==> src/rtl/txb_pkg.sv <==
// Package: shared constants and types for the dual-bank transmit buffer.
// Assumes exactly two banks; single-bank layouts simply leave bank 1 unused.
package txb_pkg;

    localparam int NUM_BANKS = 2;

    // Transmit engine states.
    typedef enum logic [2:0] {
        ENG_IDLE = 3'd0,
        ENG_LEN0 = 3'd1,
        ENG_LEN1 = 3'd2,
        ENG_LEN2 = 3'd3,
        ENG_DATA = 3'd4,
        ENG_DONE = 3'd5
    } eng_state_e;

    // Layout select codes.
    typedef enum logic [1:0] {
        LAYOUT_ONE    = 2'd0,
        LAYOUT_TWO_X1 = 2'd1,
        LAYOUT_TWO_X2 = 2'd2,
        LAYOUT_TWO_X4 = 2'd3
    } layout_e;

endpackage

==> src/rtl/txb_bank_slot.sv <==
// Module: per-bank bookkeeping of write pointer, packet count and busy flag.
// Assumes arm and finish never target the same bank in one cycle; finish wins.
module txb_bank_slot #(
    parameter int PTR_W = 14
) (
    input  logic             clk,
    input  logic             rst_n,
    input  logic [PTR_W-1:0] bank_size,
    input  logic             wr_req,
    input  logic             commit_req,
    input  logic             arm_req,
    input  logic             finish,
    output logic             wr_ok,
    output logic [PTR_W-1:0] wptr,
    output logic [PTR_W-1:0] pcount,
    output logic             armed
);

    // Accept a byte only while the bank is loading and not full.
    always_comb begin
        wr_ok = wr_req && !armed && (wptr < bank_size);
    end

    // Track fill level, committed packets and the started state.
    always_ff @(posedge clk) begin
        if (!rst_n) begin
            wptr   <= '0;
            pcount <= '0;
            armed  <= 1'b0;
        end else if (finish) begin
            wptr   <= '0;
            pcount <= '0;
            armed  <= 1'b0;
        end else begin
            if (wr_ok) begin
                wptr <= wptr + 1'b1;
            end
            if (commit_req && !armed) begin
                pcount <= pcount + 1'b1;
            end
            if (arm_req) begin
                armed <= 1'b1;
            end
        end
    end

endmodule

==> src/rtl/txb_host_port.sv <==
// Module: host-side routing of writes, commits and starts to the load bank.
// Assumes the layout is steady while any bank is busy.
module txb_host_port #(
    parameter int PTR_W = 14
) (
    input  logic                  clk,
    input  logic                  rst_n,
    input  logic                  two_bank,
    input  logic [PTR_W-1:0]      bank_size,
    input  logic                  host_wr,
    input  logic                  host_commit,
    input  logic                  host_start,
    input  logic [1:0]            armed,
    input  logic [1:0]            wr_ok,
    input  logic [1:0][PTR_W-1:0] wptr,
    input  logic [1:0][PTR_W-1:0] pcount,
    output logic                  load_bank,
    output logic [PTR_W-1:0]      load_space,
    output logic [1:0]            wr_req,
    output logic [1:0]            commit_req,
    output logic [1:0]            arm_req,
    output logic                  start_bad,
    output logic                  mem_we,
    output logic [PTR_W-1:0]      mem_waddr
);

    logic lb_q;
    logic start_ok;
    logic [PTR_W-1:0] base;

    // Effective load bank: always bank 0 in the single-bank layout.
    always_comb begin
        load_bank = two_bank ? lb_q : 1'b0;
    end

    // Decide whether a start is accepted and route the host strobes.
    always_comb begin
        start_ok   = host_start && !armed[load_bank] && (pcount[load_bank] != '0);
        start_bad  = host_start && !start_ok;
        wr_req     = '0;
        commit_req = '0;
        arm_req    = '0;
        wr_req[load_bank]     = host_wr;
        commit_req[load_bank] = host_commit;
        arm_req[load_bank]    = start_ok;
    end

    // Form the RAM write address and report free space.
    always_comb begin
        base       = load_bank ? bank_size : '0;
        mem_we     = |wr_ok;
        mem_waddr  = base + wptr[load_bank];
        load_space = armed[load_bank] ? '0 : (bank_size - wptr[load_bank]);
    end

    // Hand loading over to the other bank after each accepted start.
    always_ff @(posedge clk) begin
        if (!rst_n) begin
            lb_q <= 1'b0;
        end else if (start_ok && two_bank) begin
            lb_q <= ~lb_q;
        end
    end

endmodule

==> src/rtl/txb_reader.sv <==
// Module: transmit engine that drains started banks packet by packet.
// Assumes a RAM with one cycle of read latency and correct length prefixes.
module txb_reader
    import txb_pkg::*;
#(
    parameter int PTR_W  = 14,
    parameter int DATA_W = 8
) (
    input  logic                  clk,
    input  logic                  rst_n,
    input  logic [PTR_W-1:0]      bank_size,
    input  logic [1:0]            armed,
    input  logic [1:0][PTR_W-1:0] pcount,
    input  logic [DATA_W-1:0]     mem_rdata,
    output logic                  mem_re,
    output logic [PTR_W-1:0]      mem_raddr,
    output logic                  tx_valid,
    output logic                  tx_last,
    output logic [1:0]            finish
);

    localparam int LEN_W = 2 * DATA_W;

    eng_state_e        st, st_n;
    logic              cur, cur_n, last_b, last_b_n;
    logic [PTR_W-1:0]  ptr, ptr_n, pkts, pkts_n;
    logic [LEN_W-1:0]  rem, rem_n, len_w;
    logic [DATA_W-1:0] lo, lo_n;
    logic              data_rd, last_rd, end_pkt, launch, pick;
    logic              dv_q, dl_q;

    // Next-state logic: header reads, payload reads and bank hand-over.
    always_comb begin
        st_n     = st;
        cur_n    = cur;
        last_b_n = last_b;
        ptr_n    = ptr;
        pkts_n   = pkts;
        rem_n    = rem;
        lo_n     = lo;
        mem_re   = 1'b0;
        data_rd  = 1'b0;
        last_rd  = 1'b0;
        end_pkt  = 1'b0;
        launch   = 1'b0;
        pick     = 1'b0;
        finish   = '0;
        len_w    = {mem_rdata, lo};
        case (st)
            ENG_IDLE: begin
                if (armed[~last_b]) begin
                    launch = 1'b1;
                    pick   = ~last_b;
                end else if (armed[last_b]) begin
                    launch = 1'b1;
                    pick   = last_b;
                end
            end
            ENG_LEN0: begin
                mem_re = 1'b1;
                ptr_n  = ptr + 1'b1;
                st_n   = ENG_LEN1;
            end
            ENG_LEN1: begin
                mem_re = 1'b1;
                ptr_n  = ptr + 1'b1;
                lo_n   = mem_rdata;
                st_n   = ENG_LEN2;
            end
            ENG_LEN2: begin
                if (len_w == '0) begin
                    end_pkt = 1'b1;
                end else begin
                    mem_re  = 1'b1;
                    data_rd = 1'b1;
                    ptr_n   = ptr + 1'b1;
                    if (len_w == LEN_W'(1)) begin
                        last_rd = 1'b1;
                        end_pkt = 1'b1;
                    end else begin
                        rem_n = len_w - 1'b1;
                        st_n  = ENG_DATA;
                    end
                end
            end
            ENG_DATA: begin
                mem_re  = 1'b1;
                data_rd = 1'b1;
                ptr_n   = ptr + 1'b1;
                if (rem == LEN_W'(1)) begin
                    last_rd = 1'b1;
                    end_pkt = 1'b1;
                end else begin
                    rem_n = rem - 1'b1;
                end
            end
            ENG_DONE: begin
                finish[cur] = 1'b1;
                last_b_n    = cur;
                if (armed[~cur]) begin
                    launch = 1'b1;
                    pick   = ~cur;
                end else begin
                    st_n = ENG_IDLE;
                end
            end
            default: st_n = ENG_IDLE;
        endcase
        if (end_pkt) begin
            if (pkts == PTR_W'(1)) begin
                st_n = ENG_DONE;
            end else begin
                pkts_n = pkts - 1'b1;
                st_n   = ENG_LEN0;
            end
        end
        if (launch) begin
            cur_n  = pick;
            ptr_n  = '0;
            pkts_n = pcount[pick];
            st_n   = ENG_LEN0;
        end
    end

    // Bank-relative read pointer mapped onto the shared RAM.
    always_comb begin
        mem_raddr = (cur ? bank_size : '0) + ptr;
    end

    // Engine state registers.
    always_ff @(posedge clk) begin
        if (!rst_n) begin
            st     <= ENG_IDLE;
            cur    <= 1'b0;
            last_b <= 1'b1;
            ptr    <= '0;
            pkts   <= '0;
            rem    <= '0;
            lo     <= '0;
        end else begin
            st     <= st_n;
            cur    <= cur_n;
            last_b <= last_b_n;
            ptr    <= ptr_n;
            pkts   <= pkts_n;
            rem    <= rem_n;
            lo     <= lo_n;
        end
    end

    // Align the valid and last marks with the RAM read latency.
    always_ff @(posedge clk) begin
        if (!rst_n) begin
            dv_q <= 1'b0;
            dl_q <= 1'b0;
        end else begin
            dv_q <= data_rd;
            dl_q <= last_rd;
        end
    end

    assign tx_valid = dv_q;
    assign tx_last  = dl_q;

endmodule

==> src/rtl/txb_status.sv <==
// Module: per-bank completion bits, start error flag and interrupt.
// Assumes finish pulses last one cycle; a set wins over a clear.
module txb_status (
    input  logic       clk,
    input  logic       rst_n,
    input  logic [1:0] finish,
    input  logic [1:0] done_clr,
    input  logic       start_bad,
    input  logic       err_clr,
    input  logic       irq_en,
    output logic [1:0] done,
    output logic       start_err,
    output logic       irq
);

    // Completion bits: set by the engine, cleared by writing one.
    always_ff @(posedge clk) begin
        if (!rst_n) begin
            done <= '0;
        end else begin
            done <= (done & ~done_clr) | finish;
        end
    end

    // Sticky error for rejected start commands.
    always_ff @(posedge clk) begin
        if (!rst_n) begin
            start_err <= 1'b0;
        end else if (start_bad) begin
            start_err <= 1'b1;
        end else if (err_clr) begin
            start_err <= 1'b0;
        end
    end

    // Interrupt is the enabled OR of the completion bits.
    always_comb begin
        irq = irq_en && (done != 2'b00);
    end

endmodule

==> src/rtl/tx_dual_bank_buf.sv <==
// Module: top of the dual-bank transmit buffer controller.
// Assumes an external dual-port byte RAM of 2^(BASE_AW+3) bytes with
// one-cycle read latency, and cfg_size changed only while both banks are idle.
module tx_dual_bank_buf
    import txb_pkg::*;
#(
    parameter int BASE_AW = 11,
    parameter int DATA_W  = 8,
    localparam int PTR_W  = BASE_AW + 3
) (
    input  logic              clk,
    input  logic              rst_n,
    input  logic [1:0]        cfg_size,
    input  logic              irq_en,
    input  logic              host_wr,
    input  logic [DATA_W-1:0] host_wdata,
    input  logic              host_commit,
    input  logic              host_start,
    input  logic [1:0]        host_done_clr,
    input  logic              host_err_clr,
    output logic              load_bank,
    output logic [PTR_W-1:0]  load_space,
    output logic [1:0]        bank_busy,
    output logic              mem_we,
    output logic [PTR_W-1:0]  mem_waddr,
    output logic [DATA_W-1:0] mem_wdata,
    output logic              mem_re,
    output logic [PTR_W-1:0]  mem_raddr,
    input  logic [DATA_W-1:0] mem_rdata,
    output logic              tx_valid,
    output logic [DATA_W-1:0] tx_data,
    output logic              tx_last,
    output logic [1:0]        done,
    output logic              start_err,
    output logic              irq
);

    localparam logic [PTR_W-1:0] SZ_BASE = PTR_W'(1) << BASE_AW;

    logic [PTR_W-1:0]               bank_size;
    logic                           two_bank;
    logic [NUM_BANKS-1:0]           wr_req, commit_req, arm_req, wr_ok, armed, finish;
    logic [NUM_BANKS-1:0][PTR_W-1:0] wptr, pcount;
    logic                           start_bad;

    // Decode the layout select into bank size and bank count.
    always_comb begin
        two_bank = (cfg_size != LAYOUT_ONE);
        case (layout_e'(cfg_size))
            LAYOUT_TWO_X2: bank_size = SZ_BASE << 1;
            LAYOUT_TWO_X4: bank_size = SZ_BASE << 2;
            default:       bank_size = SZ_BASE;
        endcase
    end

    genvar g;
    generate
        for (g = 0; g < NUM_BANKS; g++) begin : g_slot
            txb_bank_slot #(.PTR_W(PTR_W)) u_slot (
                .clk        (clk),
                .rst_n      (rst_n),
                .bank_size  (bank_size),
                .wr_req     (wr_req[g]),
                .commit_req (commit_req[g]),
                .arm_req    (arm_req[g]),
                .finish     (finish[g]),
                .wr_ok      (wr_ok[g]),
                .wptr       (wptr[g]),
                .pcount     (pcount[g]),
                .armed      (armed[g])
            );
        end
    endgenerate

    txb_host_port #(.PTR_W(PTR_W)) u_host (
        .clk        (clk),
        .rst_n      (rst_n),
        .two_bank   (two_bank),
        .bank_size  (bank_size),
        .host_wr    (host_wr),
        .host_commit(host_commit),
        .host_start (host_start),
        .armed      (armed),
        .wr_ok      (wr_ok),
        .wptr       (wptr),
        .pcount     (pcount),
        .load_bank  (load_bank),
        .load_space (load_space),
        .wr_req     (wr_req),
        .commit_req (commit_req),
        .arm_req    (arm_req),
        .start_bad  (start_bad),
        .mem_we     (mem_we),
        .mem_waddr  (mem_waddr)
    );

    txb_reader #(.PTR_W(PTR_W), .DATA_W(DATA_W)) u_reader (
        .clk       (clk),
        .rst_n     (rst_n),
        .bank_size (bank_size),
        .armed     (armed),
        .pcount    (pcount),
        .mem_rdata (mem_rdata),
        .mem_re    (mem_re),
        .mem_raddr (mem_raddr),
        .tx_valid  (tx_valid),
        .tx_last   (tx_last),
        .finish    (finish)
    );

    txb_status u_status (
        .clk       (clk),
        .rst_n     (rst_n),
        .finish    (finish),
        .done_clr  (host_done_clr),
        .start_bad (start_bad),
        .err_clr   (host_err_clr),
        .irq_en    (irq_en),
        .done      (done),
        .start_err (start_err),
        .irq       (irq)
    );

    assign mem_wdata = host_wdata;
    assign tx_data   = mem_rdata;
    assign bank_busy = armed;

endmodule

==> config.mk <==
export PLATFORM = sky130hd
export DESIGN_NAME = tx_dual_bank_buf
export DESIGN_NICKNAME = d
export VERILOG_FILES = /design/src/rtl/txb_pkg.sv /design/src/rtl/txb_bank_slot.sv /design/src/rtl/txb_host_port.sv /design/src/rtl/txb_reader.sv /design/src/rtl/txb_status.sv /design/src/rtl/tx_dual_bank_buf.sv
export SDC_FILE = /design/constraint.sdc
export NUM_CORES = 1
export LEC_CHECK = 0
export BUFFER_PORTS_ARGS = -buffer_cell sky130_fd_sc_hd__clkbuf_2
export CAP_MARGIN = 10
export CORE_ASPECT_RATIO = 0.8
export CORE_MARGIN = 10
export CORE_UTILIZATION = 60
export CTS_BUF_LIST = sky130_fd_sc_hd__clkbuf_4 sky130_fd_sc_hd__clkbuf_8
export DETAILED_ROUTE_END_ITERATION = 10
export GPL_ROUTABILITY_DRIVEN = 0
export PLACE_DENSITY = 0.92
export SYNTH_ARGS = -nofsm -noshare
export SYNTH_HDL_FRONTEND = slang
export SYNTH_SLANG_ARGS = --single-unit
==> constraint.sdc <==
create_clock -name clk -period 4.7 [get_ports clk]
set_input_delay 0.47 -clock clk [delete_from_list [all_inputs] [get_ports clk]]
set_output_delay 0.47 -clock clk [all_outputs]
set_load 0.01 [all_outputs]
Word level (Yosys, flattened, before mapping)
Cells that the tools add are included.
W data, S select, Z words.
{"block": "totals", "out_inout_bits": 69, "reg_bits": 121}
{"block": "op_classes", "reduce_logical": 37, "n_bitwise": 10, "eq_ne": 22, "add_sub_neg": 11, "n_mux": 59, "n_lt_le_gt_ge": 10}
{"operator": "$mux W14", "count": 13}
{"operator": "$add A14 B1 Y14 const B", "count": 5}
{"operator": "$pmux W14 S2", "count": 2}
{"operator": "$mux W16", "count": 3}
{"operator": "$eq A16 B1 Y1 const B", "count": 2}
{"operator": "$pmux W16 S2", "count": 1}
{"operator": "$sub A16 B1 Y16 const B", "count": 2}
{"operator": "$add A14 B14 Y14", "count": 2}
{"operator": "$lt A14 B14 Y1", "count": 2}
{"operator": "$mux W1", "count": 25}
{"operator": "$logic_not A16 Y1", "count": 1}
{"operator": "$mux W3", "count": 5}
{"operator": "$pmux W3 S5", "count": 1}
{"operator": "$eq A14 B1 Y1 const B", "count": 1}
{"operator": "$reduce_bool A14 Y1", "count": 1}
{"operator": "$sub A14 B1 Y14 const B", "count": 1}
{"operator": "$sub A14 B14 Y14", "count": 1}
{"operator": "$logic_and A1 B1 Y1", "count": 13}
{"operator": "$lt A1 B2 Y1 const B", "count": 6}
{"operator": "$ne A4 B2 Y1 const B", "count": 3}
{"operator": "$pmux W1 S2", "count": 6}
{"operator": "$reduce_and A4 Y1", "count": 3}
{"operator": "$reduce_bool A2 Y1", "count": 6}
{"operator": "$reduce_or A2 Y1", "count": 5}
{"operator": "other kinds (19)", "count": 39}

Depth between registers and ports, before layout
{"block": "logic_depth", "ltp_word": 10, "ltp_mapped": 12}

By module
From an unflattened synthesis, not the netlist that was laid out.
{"block": "unflattened", "hier_cells": 1231, "area_unflattened_um2": 9771.9}
{"module": "txb_reader", "n_inst": 1, "cells_per_inst": 544, "area_each_um2": 4297.9, "seq_area_each_um2": 1181.1}
{"module": "txb_bank_slot", "n_inst": 2, "cells_per_inst": 188, "area_each_um2": 1699.1, "seq_area_each_um2": 580.6}
{"module": "txb_host_port", "n_inst": 1, "cells_per_inst": 280, "area_each_um2": 1819.2, "seq_area_each_um2": 20.0}
{"module": "tx_dual_bank_buf", "n_inst": 1, "cells_per_inst": 21, "area_each_um2": 147.6, "seq_area_each_um2": 0.0}
{"module": "txb_status", "n_inst": 1, "cells_per_inst": 10, "area_each_um2": 108.9, "seq_area_each_um2": 60.1}

Least setup slack after synthesis
Ideal clock, no wire load.
{"block": "synth_path", "kind": "input-to-output", "start": "input port cfg_size[1]", "end": "output port load_space[10]", "n_path_buf": 3, "required_time_ps": 4230, "stages": 11, "arrival_ps": 3292, "setup_slack_ps": 938, "cell_sequence": "clkbuf_1 -> o21ai_2 -> clkbuf_1 -> buf_1 -> mux2i_1 -> ha_1 -> o211ai_1 -> nor4_1 -> o21ai_0 -> xnor2_1 -> nor2_1"}
{"block": "synth_between", "elab_chain_cells": 6, "word_cells_on_any_way": 8}
{"item": "start: declaration", "line_no": "tx_dual_bank_buf.sv:13", "rtl": "input logic [1:0] cfg_size,"}
{"item": "$reduce_bool A2 Y1 (*)", "line_no": "tx_dual_bank_buf.sv:48", "rtl": "two_bank = (cfg_size != LAYOUT_ONE);"}
{"item": "$mux W1 (*)", "line_no": "txb_host_port.sv:33", "rtl": "load_bank = two_bank ? lb_q : 1'b0;"}
{"item": "$mux W14 (implied by the code) (2 in a row)", "line_no": "txb_host_port.sv:53", "rtl": "load_space = armed[load_bank] ? '0 : (bank_size - wptr[load_bank]);"}
{"item": "$sub A14 B14 Y14", "line_no": "txb_host_port.sv:53"}
{"item": "$mux W14 (*)", "line_no": "txb_host_port.sv:53"}
{"item": "end: declaration", "line_no": "tx_dual_bank_buf.sv:22", "rtl": "output logic [PTR_W-1:0] load_space,"}
Every way passes the cells marked *; elsewhere a longest branch is shown, timed or not. The select of a mux whose other input is x is not followed.

Final worst setup path
{"block": "layout_path", "start": "register u_host.lb_q", "end": "output port load_space[10]"}
{"block": "layout_between", "elab_chain_cells": 5, "word_cells_on_any_way": 7}
{"item": "start: declaration", "line_no": "txb_host_port.sv:27", "rtl": "logic lb_q;"}
{"item": "start signal: assignment", "line_no": "txb_host_port.sv:61", "rtl": "lb_q <= ~lb_q;"}
{"item": "$mux W1 (*)", "line_no": "txb_host_port.sv:33"}
{"item": "$mux W14 (implied by the code) (2 in a row)", "line_no": "txb_host_port.sv:53"}
{"item": "$sub A14 B14 Y14", "line_no": "txb_host_port.sv:53"}
{"item": "$mux W14 (*)", "line_no": "txb_host_port.sv:53"}
Marked as above.

==> run summary <==
The cell area after layout came out at 0.00801 sq mm. The tools report the number of slew-limit violations in the final report as 0. The run gives 6902 as the via count. Of the post-synthesis cell area, the dominant cell type holds 32.5%. For this run, design rule violations remaining after detail routing come to 0.

For the initial DRC count, the log shows 603. The category of the most critical setup path was reg2out. The tree built by TritonCTS fans out to 121 sinks. Entering global routing, the biggest net connects 55 pins.

Number of endpoints with negative hold slack in the final report: 0. The run gives 3.00 ns as the critical path data arrival time. In this run, synthesis inferred 0 flip-flops with an integrated enable. The average instance area after synthesis is 8.03 sq um, and the number of antenna violations at the first check in global routing is 0. The ratio of routed vias to standard cells was 6.16.

The analysis attributes to cell leakage a power of 3.26 nW. The I/O pin total is 96. The run gives 0 as the antenna cell count. Across the run, the number of max-cap violations was 0.

The die covers 0.0173 sq mm. Number of synthesis warnings: 0. The first detailed-routing pass took 5 iterations. The post-route netlist has 14.9% of its cells at a drive strength greater than 1. Setup violations remaining at the end of the flow were counted as 0. STA classifies the critical path endpoint as a primary output. Counting along the longest clock path gives a buffer depth of 2. The die is 120 um tall. The global-route wire length before repair came out at 30700 um.

TritonCTS built the clock tree. Clock tree synthesis inserted a total of 17 buffers. Sequential cells were found to cover 32.5% of the synthesized design area.

By area the synthesized netlist is led by sky130_fd_sc_hd__dfxtp_1 (33%), sky130_fd_sc_hd__nor2_1 (5.2%), sky130_fd_sc_hd__xor2_1 (4.9%). The post-synthesis instance total was 927; the number of gates resized after cts was 0. Row generation in the floorplan step produced 36 rows. The fraction of power consumed by sequential logic is 39.7%.

CTS built an H-tree with a depth of 4. The overall track demand over capacity in global routing was 21.3%; the remaining antenna violation count was 0. Among all flip-flop cells after synthesis, the most frequent one is sky130_fd_sc_hd__dfxtp_1. After clock tree synthesis, the flow added hold-fix buffers numbering 0. VDD sags by at most 0.227 mV.

The tools report the placeable core area as 0.0122 sq mm. The logs give 6271 for the via count of the first global-routing pass and 22.6% for the headroom to the max-slew limit. Summed over all layers, the routed wires come to 18500 um. Internal power comes to 1.93 mW.

For the number of post-CTS setup repair buffers, the log shows 0. The run finished with clean final reports. The synthesized netlist contains 66 unique library cells. The effective utilization at floorplan was 61.2%; the final standard cell count with taps included and fillers excluded was 1120. The data required time at the worst endpoint was 4.23 ns; the insertion delay of the later-clocked pin in the worst-skew pair was 0.45 ns.

The cell area that synthesis handed to floorplanning was 0.00745 sq mm. The total overflow reported by the global router was 0; the cell count after placement was 1090. Of all cell types, the one taking the most synthesized area is sky130_fd_sc_hd__dfxtp_1.

The run gives 1.23 ns as the setup slack of the critical path after layout. The maximum fanout encountered on the critical timing path came out at 19. Post-layout minimum cycle time: 3.47 ns. Per report_power, the clock group accounts for 29.2% of the total. The quantity of I/O buffers inserted on ports is 79.

The tightest min-delay check is of the in2reg type. The root buffer cell chosen for the clock tree is sky130_fd_sc_hd__clkbuf_8. Width of the chip: 145 um. STA classifies the critical path startpoint as a flop.

The net count of the finished layout is 1007. The worst slack at placement came out at 1.27 ns. For this design the total switching power over the nets is 1.08 mW. The wire-length estimate of the detail-placed layout is 13400 um.

In this run, synthesis produced a sequential element count of 121. For the aggregate negative setup slack, the log shows 0 ns. The number of nets handed over by synthesis was 977. Once placement finished, the instance area stood at 0.00764 sq mm.

The fraction of registers with async set or reset after synthesis was 0%; the worst setup skew after layout was 0.0166 ns. The fraction of power consumed by combinational cells is 31.2%, and the slew at the pin with the worst max-slew slack is 1.16 ns. Timing would allow up to 0.288 GHz.

The area added between synthesis and finish came out at 7.54%. Setup repair after global routing left no endpoint under its margin. The fraction of power spent switching nets is 35.8%.

The detailed-route wire length per cell was 16.5 um. Of the available clock period, the critical path in the final layout requires 73.9%. Dividing total power by cell area gives a power density of 376 mW/mm^2. Clock-pin slew reported for the worst setup and hold paths after clock tree synthesis: 0.07 ns.
[cells by family after synthesis]
logic type / synth area share [%]
AOI/OAI and AO/OA: 14.9
xor gates and xnor gates: 9.53
adders and majority gates: 4.07
buffers and inverters: 7.60
DFF: 32.5
muxes: 5.31
and+or+nand+nor: 26.0
[critical path, cell delays in order, from the launching register on]
cell and delay [ns]:
sky130_fd_sc_hd__dfxtp_1 0.46, sky130_fd_sc_hd__o21ai_2 0.19, sky130_fd_sc_hd__buf_4 0.26, sky130_fd_sc_hd__clkinv_1 0.06
sky130_fd_sc_hd__buf_4 0.22, sky130_fd_sc_hd__o211ai_1 0.13, sky130_fd_sc_hd__nor4_1 0.60, sky130_fd_sc_hd__o21ai_0 0.23
sky130_fd_sc_hd__xnor2_1 0.17, sky130_fd_sc_hd__nor2_1 0.09, sky130_fd_sc_hd__clkbuf_2 0.14
[power groups by stage]
| stage | Combinational, mW | Sequential (mW) | Clock [mW] |
|---|---|---|---|
| 2_1_floorplan | 0.720 | 1.18 | 0 |
| 3_3_place_gp | 0.891 | 1.21 | 0 |
| 3_5_place_dp | 0.909 | 1.21 | 0 |
| 4_1_cts | 0.923 | 1.19 | 0.887 |
| 5_1_grt | 1.04 | 1.20 | 0.931 |
| 6_report | 0.939 | 1.19 | 0.878 |
[metrics by stage]
stage	hold WS (ns)	util, %	power [mW]
2_1_floorplan	0.428	-	1.90
3_3_place_gp	0.441	62.8	2.10
3_5_place_dp	0.460	62.8	2.12
4_1_cts	0.289	65.8	3.00
5_1_grt	0.347	65.8	3.17
6_report	0.301	65.8	3.01
[final cells by class]
type	instances	area, sq um
Timing Repair Buffer	85	440
Tap cell	152	190
Clock buffer	22	297
Multi-Input combinational cell	700	4470
Sequential cell	121	2420
Fill cell	983	4150
Clock inverter	8	71.3
Inverter	32	120
[sequential cells by signal, summed over array words and instances (netlist names)]
name	flops
g_slot.u_slot.armed	2
g_slot.u_slot.wptr	28
u_host.lb_q	1
u_reader.cur	1
u_reader.tx_last	1
u_reader.last_b	1
u_reader.ptr	14
u_reader.rem	16
u_status.done	2
u_reader.tx_valid	1
u_status.start_err	1
g_slot.u_slot.pcount	28
u_reader.pkts	14
u_reader.st	3
u_reader.lo	8
[cell usage after synthesis, drive strengths merged, types with 5 or more instances]
master   instances
nor2           104
nand3           32
a21boi           8
or4             12
o211ai          11
a31oi           10
buf             34
dfxtp          121
o2111ai          7
ha              21
a21oi           45
o21ai           60
nand2           73
xnor2           39
o21a             6
xor2            42
nor3            19
clkbuf          39
and3            18
nand3b           5
mux2            12
and2            12
o31ai            5
nor4            18
mux2i           26
nand4           21
or3             29
inv             31
nor2b           17
nand2b           5
[layer usage]
metal | wire [um] | GRT usage [%]
met1 | 8280 | 29.4
met2 | 8080 | 31.3
met3 | 1850 | 6.70
met4 | 299 | 5.74
met5 | 0 | 0
[cell usage in the layout (no fill, tap or decap), types with 5 or more instances in the layout]
master and instances:
sky130_fd_sc_hd__and2_1 8, sky130_fd_sc_hd__xnor2_1 39, sky130_fd_sc_hd__inv_1 31, sky130_fd_sc_hd__a31oi_1 10, sky130_fd_sc_hd__o2111ai_1 7, sky130_fd_sc_hd__mux2_2 12
sky130_fd_sc_hd__mux2i_1 26, sky130_fd_sc_hd__nor4_1 18, sky130_fd_sc_hd__ha_1 21, sky130_fd_sc_hd__nand3b_1 5, sky130_fd_sc_hd__nand2b_1 5, sky130_fd_sc_hd__or4_1 10
sky130_fd_sc_hd__nor2b_1 17, sky130_fd_sc_hd__and3_1 17, sky130_fd_sc_hd__o21a_1 6, sky130_fd_sc_hd__o31ai_1 5, sky130_fd_sc_hd__xor2_1 42, sky130_fd_sc_hd__o21ai_0 58
sky130_fd_sc_hd__nand2_1 73, sky130_fd_sc_hd__clkbuf_2 79, sky130_fd_sc_hd__nand3_1 32, sky130_fd_sc_hd__dfxtp_1 121, sky130_fd_sc_hd__nor2_1 104, sky130_fd_sc_hd__nor3_1 19
sky130_fd_sc_hd__nand4_1 21, sky130_fd_sc_hd__a21boi_0 8, sky130_fd_sc_hd__or3_1 28, sky130_fd_sc_hd__clkbuf_8 21, sky130_fd_sc_hd__a21oi_1 45, sky130_fd_sc_hd__o211ai_1 11
sky130_fd_sc_hd__clkinv_2 5, sky130_fd_sc_hd__buf_4 6
[worst paths after layout]
kind | startpoint | endpoint | slack (ns) | depth (start not counted)
max | u_host.lb_q$_SDFFE_PN0P_ | load_space[10] | 1.23 | 10
min | host_done_clr[1] | u_status.done[1]$_SDFF_PN0_ | 0.30 | 3
min reg2reg | u_reader.last_b$_SDFFE_PN1N_ | u_reader.last_b$_SDFFE_PN1N_ | 0.48 | 1
max reg2reg | u_reader.lo[4]$_SDFFE_PN0P_ | u_reader.rem[11]$_SDFFE_PN0P_ | 1.53 | 6
Note: power is estimated with default switching activity, not from simulation.
